===== src/rtl/cbf_pkg.sv =====
package cbf_pkg;

  // Strobes from the control FSM to the storage datapath.
  typedef struct packed {
    logic startFill;   // claim the indexed line for a new fill
    logic wrByte;      // store the byte present on the fill bus
    logic finishFill;  // last byte of the line: mark the line valid
  } fillStrobe_t;

endpackage


===== src/rtl/cbf_datapath.sv =====
module cbf_datapath
  import cbf_pkg::*;
#(
  parameter int ADDR_W     = 24,
  parameter int LINE_BYTES = 32,
  parameter int NUM_LINES  = 16
) (
  input  logic              clk,
  input  logic              rst,
  input  fillStrobe_t       strobe,
  input  logic              invalidate,
  input  logic [ADDR_W-1:0] lookupAddr,
  input  logic [7:0]        fillData,
  output logic [7:0]        rdData,
  output logic              lineHit,
  output logic              fillMatch,
  output logic              byteReady
);
  localparam int OFF_W = $clog2(LINE_BYTES);
  localparam int IDX_W = $clog2(NUM_LINES);
  localparam int TAG_W = ADDR_W - OFF_W - IDX_W;
  localparam int DEPTH = NUM_LINES * LINE_BYTES;

  logic [OFF_W-1:0] lkOff;
  logic [IDX_W-1:0] lkIdx;
  logic [TAG_W-1:0] lkTag;

  assign lkOff = lookupAddr[OFF_W-1:0];
  assign lkIdx = lookupAddr[OFF_W +: IDX_W];
  assign lkTag = lookupAddr[ADDR_W-1 -: TAG_W];

  logic [7:0]       dataMem [DEPTH];
  logic [TAG_W-1:0] tagMem  [NUM_LINES];
  logic [NUM_LINES-1:0]  lineValid;
  logic [LINE_BYTES-1:0] byteValid;
  logic [IDX_W-1:0] fillIdx;
  logic [TAG_W-1:0] fillTag;
  logic [OFF_W-1:0] fillPtr;

  // Valid bookkeeping and the fill pointer
  always_ff @(posedge clk) begin
    if (rst) begin
      lineValid <= '0;
      byteValid <= '0;
      fillIdx   <= '0;
      fillTag   <= '0;
      fillPtr   <= '0;
    end else begin
      if (invalidate) lineValid <= '0;
      if (strobe.startFill) begin
        fillIdx          <= lkIdx;
        fillTag          <= lkTag;
        fillPtr          <= lkOff;
        byteValid        <= '0;
        lineValid[lkIdx] <= 1'b0;
      end
      if (strobe.wrByte) begin
        byteValid[fillPtr] <= 1'b1;
        fillPtr            <= fillPtr + 1'b1;
      end
      if (strobe.finishFill) lineValid[fillIdx] <= 1'b1;
    end
  end

  // Storage arrays, no reset needed
  always_ff @(posedge clk) begin
    if (strobe.startFill) tagMem[lkIdx] <= lkTag;
    if (strobe.wrByte)    dataMem[{fillIdx, fillPtr}] <= fillData;
  end

  // Same-cycle lookup
  assign rdData    = dataMem[{lkIdx, lkOff}];
  assign lineHit   = lineValid[lkIdx] && (tagMem[lkIdx] == lkTag);
  assign fillMatch = (lkIdx == fillIdx) && (lkTag == fillTag);
  assign byteReady = byteValid[lkOff];

  // Each fill position is written once per line
  AST_NO_DOUBLE_WRITE: assert property (@(posedge clk) disable iff (rst)
    strobe.wrByte |-> !byteValid[fillPtr]);

  // The byte just stored is visible to an unchanged lookup on the next cycle
  AST_BYTE_VISIBLE: assert property (@(posedge clk) disable iff (rst)
    ($past(strobe.wrByte) && $stable(lookupAddr) && fillMatch &&
     (lkOff == $past(fillPtr))) |-> byteReady);

  AST_INV_CLEARS: assert property (@(posedge clk) disable iff (rst)
    ($past(invalidate) && !$past(strobe.finishFill)) |-> (lineValid == '0));

  for (genvar g = 0; g < NUM_LINES; g++) begin : g_lineChk
    AST_LINE_FULL: assert property (@(posedge clk) disable iff (rst)
      $rose(lineValid[g]) |-> ((&byteValid) && (fillIdx == IDX_W'(g))));
  end

endmodule


===== src/rtl/cbf_control.sv =====
module cbf_control
  import cbf_pkg::*;
#(
  parameter int LINE_BYTES = 32
) (
  input  logic        clk,
  input  logic        rst,
  input  logic        cpuReq,
  input  logic        lineHit,
  input  logic        fillMatch,
  input  logic        byteReady,
  input  logic        fillValid,
  output logic        cpuStall,
  output logic        fillReq,
  output fillStrobe_t strobe
);
  localparam int OFF_W = $clog2(LINE_BYTES);
  localparam logic [OFF_W-1:0] LAST_CNT = OFF_W'(LINE_BYTES - 1);

  typedef enum logic { ST_IDLE, ST_FILL } ctrlState_t;

  ctrlState_t       state;
  logic [OFF_W-1:0] byteCnt;
  logic             hit;

  always_comb begin
    hit               = (state == ST_IDLE) ? lineHit : (fillMatch && byteReady);
    cpuStall          = cpuReq && !hit;
    strobe.startFill  = (state == ST_IDLE) && cpuReq && !lineHit;
    strobe.wrByte     = (state == ST_FILL) && fillValid;
    strobe.finishFill = strobe.wrByte && (byteCnt == LAST_CNT);
    fillReq           = strobe.startFill;
  end

  always_ff @(posedge clk) begin
    if (rst) begin
      state   <= ST_IDLE;
      byteCnt <= '0;
    end else begin
      if (strobe.startFill) begin
        state   <= ST_FILL;
        byteCnt <= '0;
      end
      if (strobe.wrByte)     byteCnt <= byteCnt + 1'b1;
      if (strobe.finishFill) state   <= ST_IDLE;
    end
  end

  AST_SINGLE_FILL: assert property (@(posedge clk) disable iff (rst)
    fillReq |=> !fillReq);

  AST_FILL_NO_HIT_STALL: assert property (@(posedge clk) disable iff (rst)
    (cpuReq && fillReq) |-> cpuStall);

endmodule


===== src/rtl/cbf_cache.sv =====
module cbf_cache
  import cbf_pkg::*;
#(
  parameter int ADDR_W     = 24,
  parameter int LINE_BYTES = 32,
  parameter int NUM_LINES  = 16
) (
  input  logic              clk,
  input  logic              rst,
  input  logic              cpuReq,
  input  logic [ADDR_W-1:0] cpuAddr,
  output logic [7:0]        cpuData,
  output logic              cpuStall,
  input  logic              invalidate,
  output logic              fillReq,
  output logic [ADDR_W-1:0] fillAddr,
  input  logic              fillValid,
  input  logic [7:0]        fillData
);
  fillStrobe_t strobe;
  logic lineHit, fillMatch, byteReady;

  assign fillAddr = cpuAddr;

  cbf_control #(.LINE_BYTES(LINE_BYTES)) u_ctrl (
    .clk(clk), .rst(rst), .cpuReq(cpuReq), .lineHit(lineHit),
    .fillMatch(fillMatch), .byteReady(byteReady), .fillValid(fillValid),
    .cpuStall(cpuStall), .fillReq(fillReq), .strobe(strobe)
  );

  cbf_datapath #(.ADDR_W(ADDR_W), .LINE_BYTES(LINE_BYTES), .NUM_LINES(NUM_LINES)) u_dp (
    .clk(clk), .rst(rst), .strobe(strobe), .invalidate(invalidate),
    .lookupAddr(cpuAddr), .fillData(fillData), .rdData(cpuData),
    .lineHit(lineHit), .fillMatch(fillMatch), .byteReady(byteReady)
  );

endmodule


===== config.mk =====
export PLATFORM = sky130hd
export DESIGN_NAME = cbf_cache
export DESIGN_NICKNAME = d
export VERILOG_FILES = /design/src/rtl/cbf_pkg.sv /design/src/rtl/cbf_datapath.sv /design/src/rtl/cbf_control.sv /design/src/rtl/cbf_cache.sv
export SDC_FILE = /design/constraint.sdc
export NUM_CORES = 2
export LEC_CHECK = 0
export BUFFER_PORTS_ARGS = -buffer_cell sky130_fd_sc_hd__buf_2
export CAP_MARGIN = 20
export CORE_ASPECT_RATIO = 0.7
export CORE_MARGIN = 2
export CORE_UTILIZATION = 50
export CTS_CLUSTER_DIAMETER = 40
export DETAILED_ROUTE_END_ITERATION = 6
export HOLD_SLACK_MARGIN = 0.05
export PLACE_DENSITY = 0.65
export SYNTH_ARGS = -nofsm -noshare
export SYNTH_HDL_FRONTEND = slang
export SYNTH_MEMORY_MAX_BITS = 65536
export SYNTH_SLANG_ARGS = --single-unit

===== constraint.sdc =====
create_clock -name clk -period 12.5 [get_ports clk]
set_clock_uncertainty 0.15 [all_clocks]
set_input_delay 3.75 -clock clk [delete_from_list [all_inputs] [get_ports clk]]
set_output_delay 3.75 -clock clk [all_outputs]
set_load 0.01 [all_outputs]

== Word level (Yosys, flattened, before mapping) ==
Memories as Yosys holds them, arrays and structs flattened.
Cells that the tools add are included.
W data, S select, Z words.
Storage, ports and cells
  bits in registers: 78
  bits in writable memories: 4336
  bits of input ports: 37
  output and inout port bits: 34
  logic and storage cells: 69
  memories: 2
Operators by class
  $add $sub $neg: 2
  magnitude comparators: 7
  equality and inequality tests: 4
  muxes and demuxes: 27
  bitwise logic cells: 5
  reduce and logical (&&, ||, !) cells: 15
Memory list
  u_dp.dataMem: words 512, width 8, read ports 1, clocked after memory_dff 0, wr ports 1, RTL line cbf_datapath.sv:32  | logic [7:0] dataMem [DEPTH];
  u_dp.tagMem: words 16, width 15, read ports 1, clocked after memory_dff 0, wr ports 1, RTL line cbf_datapath.sv:33  | logic [TAG_W-1:0] tagMem [NUM_LINES];
Operator list (count)
  $mux W32: 3
  $mux W16: 5
  $or A32 B32 Y32: 1
  $eq A15 B15 Y1: 2
  $mux W5: 4
  $and A16 B16 Y16: 1
  $not A16 Y16: 1
  $or A16 B16 Y16: 1
  $lt A5 B6 Y1 const B: 2
  $logic_and A1 B1 Y1: 11
  $add A5 B1 Y5 const B: 2
  $lt A4 B5 Y1 const B: 2
  $mux W1: 10
  $demux W1 S4: 2
  $ge A4 B1 Y1 const B: 2
  $bmux W1 S5: 1
  $demux W1 S5: 1
  $eq A5 B5 Y1 const B: 1
  $ge A5 B1 Y1 const B: 1
  $bmux W1 S4: 1
  $eq A4 B4 Y1: 1
  $logic_not A1 Y1: 2
  $reduce_bool A2 Y1: 1
  $reduce_or A2 Y1: 1
  $not A1 Y1: 1

== Longest topological paths before layout ==
  depth in word-level cells: 10
  depth in mapped cells: 15
  mapped depth without buffers: 9

== Hierarchy ==
Synthesis repeated with hierarchy kept, for this count alone.
Unflattened totals
  cell total of the unflattened synthesis: 8400
  area, all modules: 171877.3 µm²
By module, submodules not included
  cbf_datapath: times used 1, cells each 8344, area an instance 171380.6 µm², seq. area each 131646.3 µm²
  cbf_control: times used 1, cells each 32, area an instance 316.6 µm², seq. area each 120.1 µm²
  cbf_cache: times used 1, cells each 24, area an instance 180.2 µm², seq. area each 0.0 µm²

== Least setup slack after synthesis ==
No wires, ideal clock.
  path kind: input port to output port
  start point: input cpuAddr[0]
  end point: output cpuData[0]
  arrival time: 6.605 ns
  required time: 8.600 ns
  setup slack: 1.995 ns
  stages: 10
  buffers on the path: 5
  cells stage by stage: buf_2 > clkbuf_1 > buf_2 > buf_2 > buf_2 > mux4_2 > mux4_2 > mux2i_1 > o221ai_1 > o2bb2a_1
On the way
  word-level cells in the longest chain between the ends: 1
Ends and longest elaborated chain
  from (decl): RTL line cbf_cache.sv:11  | input logic [ADDR_W-1:0] cpuAddr,
  $mem_v2 Z512 W8
  to (decl): RTL line cbf_cache.sv:12  | output logic [7:0] cpuData,
No other way between the ends.

== Worst setup path in the final report ==
  start point: input cpuAddr[0]
  end point: output cpuData[4]
The elaborated chain is that of the path after synthesis.

==> summary.md <==
| Metric | Value |
|---|---|
| Req. time, crit path | `8.60 ns` |
| Setup slack of the most critical reg-to-reg path | `8.06 ns` |
| Sequential area share after synthesis | `0.768` |
| Utilization of the core after routing | `0.567` |
| Number of gates given a new drive strength after cts | `0` |
| H-tree depth | `5` |
| Most used cells in the layout excluding fill and tap cells | `4336 x sky130_fd_sc_hd__edfxtp_1, 1390 x sky130_fd_sc_hd__mux4_2, 533 x sky130_fd_sc_hd__nor2_1` |
| Area Growth Syn to Fin | `12.7%` |
| Number of antenna violations at the first check in global routing | `26` |
| Critical path launch point type | `input pin` |
| Number of buffers inserted by hold repair at cts | `0` |
| Post-route setup TNS | `0 ns` |
| Vias in the first global route | `79500` |
| Async SR Flop Fraction | `0` |
| Maximum number of pins on one net before global-route repair | `228` |
| Post-detailed-route wirelength per cell | `33.0 um` |
| Final Hold Fails | `0` |
| Cell depth of the worst flop-to-flop path | `5` |
| Number of design-rule violations left by the first detailed-router iteration | `12000` |
| Router iterations before antenna repair | `7` |
| End of the worst hold path | `u_dp.byteValid[23]` |
| Vertical die dimension | `494 um` |
| Maximum clock insertion buffer count | `4` |
| Min-Delay Startpoint | `u_dp.byteValid[23]` |
| RSZ-0062 raised after global routing | `no` |
| Max-capacitance violation count | `0` |
| Layout net count | `7771` |
| Endpoint kind of the worst setup timing path | `output pin` |
| Syn Std Cell Area | `0.172 mm2` |
| Hold WC Path Type | `register to register` |
| Worst Tran Pin Value | `1.59 ns` |
| Peak supply drop | `0.128 mV` |
| Register bit count reported by yosys | `4414` |
| Pins over their slew limit | `60` |
| Starting density of the core | `0.503` |
| Netlist cell types | `69` |
| Number of buffers added for setup after CTS | `0` |
| Count of flip-flops with a built-in enable after synthesis | `4336` |
| Top FF cell, synth | `sky130_fd_sc_hd__edfxtp_1` |
| Clock sink count | `4414` |
| Total I/O pin count | `71` |
| Num rows | `179` |
| Die area | `0.348 mm2` |
| Worst Setup Path Type | `input pin to output pin` |
| Total leakage power | `59.3 nW` |
| Antenna violation net count after detailed routing | `0` |
| Data arrival time of the critical path | `8.39 ns` |
| GRT Overall Usage | `0.238` |
| Routed Wire Length | `417 mm` |
| Clock slew at reported path FFs | `0.06 ns` |
| Post-Syn Area per Cell | `22.9 um2` |
| RR Endpoint | `u_dp.dataMem[368][6]` |
| Fraction of synthesized cell area taken by the top area cell type | `0.759` |
| Share of post-route cells with drive strength above 1 | `0.307` |
| Routed vias | `81300` |
| Post-synthesis net count | `7519` |
| Horizontal extent of the die | `704 um` |
| Power density over the cells | `163 mW/mm2` |
| Violated checks | `DRC, slew limit` |
| Most common cell after layout, fill and taps aside | `sky130_fd_sc_hd__edfxtp_1` |
| # setup viols final | `0` |
| Crit share post-route | `0.983` |
| Worst-skew pair later-pin latency | `0.94 ns` |
| Cell depth of the worst hold path | `2` |
| Number of synthesis warnings | `0` |
| Post-DP HPWL | `249 mm` |
| Global route total overflow | `0` |
| CTS tree | `yes` |
| Number of buffers added on ports | `70` |
| RD Place Congestion | `0.828` |
| Synthesized netlist cell count | `7476` |
| Max-slew headroom at the worst pin | `-0.0578` |
| FF-to-FF Start | `u_ctrl.state` |
| CTS root buffer | `sky130_fd_sc_hd__clkbuf_16` |
| Core area | `0.341 mm2` |
| Max FO, Critical Path | `35` |
| Dominant cell type by area after synthesis | `sky130_fd_sc_hd__edfxtp_1` |
| Clock period minus final worst setup slack | `12.29 ns` |
| Clock buffers created by TritonCTS | `446` |
| Total DRC errors in the routed layout | `1` |
| Routed via count divided by cell count | `6.44` |
| Result of the run | `finished with violations` |
| Top post-synthesis cells by area | `sky130_fd_sc_hd__edfxtp_1 76%, sky130_fd_sc_hd__mux4_2 18%, sky130_fd_sc_hd__nor2_1 1.2%` |
| Fmax | `81.4 MHz` |
| First-pass GRT wire length | `597 mm` |
## layout make-up
type | instances | area [um2]
fill | 24100 | 147000
sequential | 4414 | 132000
multi-input combinational | 2547 | 37700
clock buffer | 514 | 11800
tap | 4525 | 5660
clock inverter | 310 | 3340
timing repair buffer | 305 | 2990
inverter | 14 | 52.6
antenna | 3 | 7.51
## state kept, by name, summed over array words and instances, names as in the netlist
register,count
u_dp.fillTag,15
u_dp.fillPtr,5
u_dp.tagMem,240
u_ctrl.state,1
u_dp.fillIdx,4
u_dp.dataMem,4096
u_dp.byteValid,32
u_ctrl.byteCnt,5
u_dp.lineValid,16
## cell families after synthesis
group	synth area share
DFF	0.768
adders and majority gates	0.000438
and+or+nand+nor	0.0195
muxes	0.188
xor gates and xnor gates	0.00163
AOI/OAI and AO/OA	0.00927
buffers and inverters	0.0132
## worst max path at each step
stage                          start         end  slack (ns)  cells after the start
final                     cpuAddr[0]  cpuData[4]        0.21                     10
after global routing      cpuAddr[0]  cpuData[4]        0.20                     10
after CTS                 cpuAddr[0]  cpuData[1]        0.32                     10
after detailed placement  cpuAddr[0]  cpuData[1]        0.33                     10
after global placement    cpuAddr[0]  cpuData[1]        0.30                     10
after floorplan           cpuAddr[0]  cpuData[0]        2.00                     10
## synth_stat cells, drive strengths merged (11+ instances only)
cell,count
mux2,31
nor2b,18
or3,13
nor2,533
nand3,38
mux4,1390
mux2i,54
nor3,25
xor2,16
xnor2,16
nand2,97
clkbuf,289
inv,13
nand2b,17
edfxtp,4336
a221oi,11
a21oi,53
o211ai,28
buf,212
dfxtp,78
and3,11
o21ai,78
## critical path, cell delays in order
cell                       delay (ns)
sky130_fd_sc_hd__buf_12          0.33
sky130_fd_sc_hd__buf_12          0.27
sky130_fd_sc_hd__buf_4           0.31
sky130_fd_sc_hd__mux4_2          0.54
sky130_fd_sc_hd__mux4_2          0.53
sky130_fd_sc_hd__mux4_2          0.47
sky130_fd_sc_hd__mux2i_1         0.78
sky130_fd_sc_hd__o21ai_0         0.57
sky130_fd_sc_hd__o2bb2a_1        0.53
sky130_fd_sc_hd__buf_2           0.18
## power breakdown
group          switching (W)  total, W  leakage, nW  internal [W]
clock                0.00578    0.0137         7.26       0.00789
sequential         0.0000120    0.0163         39.6        0.0163
combinational       0.000960   0.00155         12.5      0.000593
total                0.00675    0.0315         59.3        0.0247
## layer usage
layer | part of all wire | GRT usage | vias up
met5 | 0.000031 | 0 | -
met4 | 0.021 | 0.0510 | 2
met3 | 0.11 | 0.0492 | 532
met2 | 0.45 | 0.346 | 4444
met1 | 0.42 | 0.377 | 44000
li1 | - | - | 32300
## per-stage QoR
step                area, um2  setup slack (ns)  hold WS (ns)  total power [W]  std cells
finish                 193000             0.214         0.325           0.0315      12600
detailed placement     178000             0.329         0.315           0.0181      11800
global placement       178000             0.303         0.305           0.0181      11800
CTS                    193000             0.324         0.324           0.0317      12600
floorplan              172000              2.00         0.296           0.0174       7476
global route           193000             0.196         0.347           0.0323      12600
Note: power is estimated with default switching activity, not from simulation.
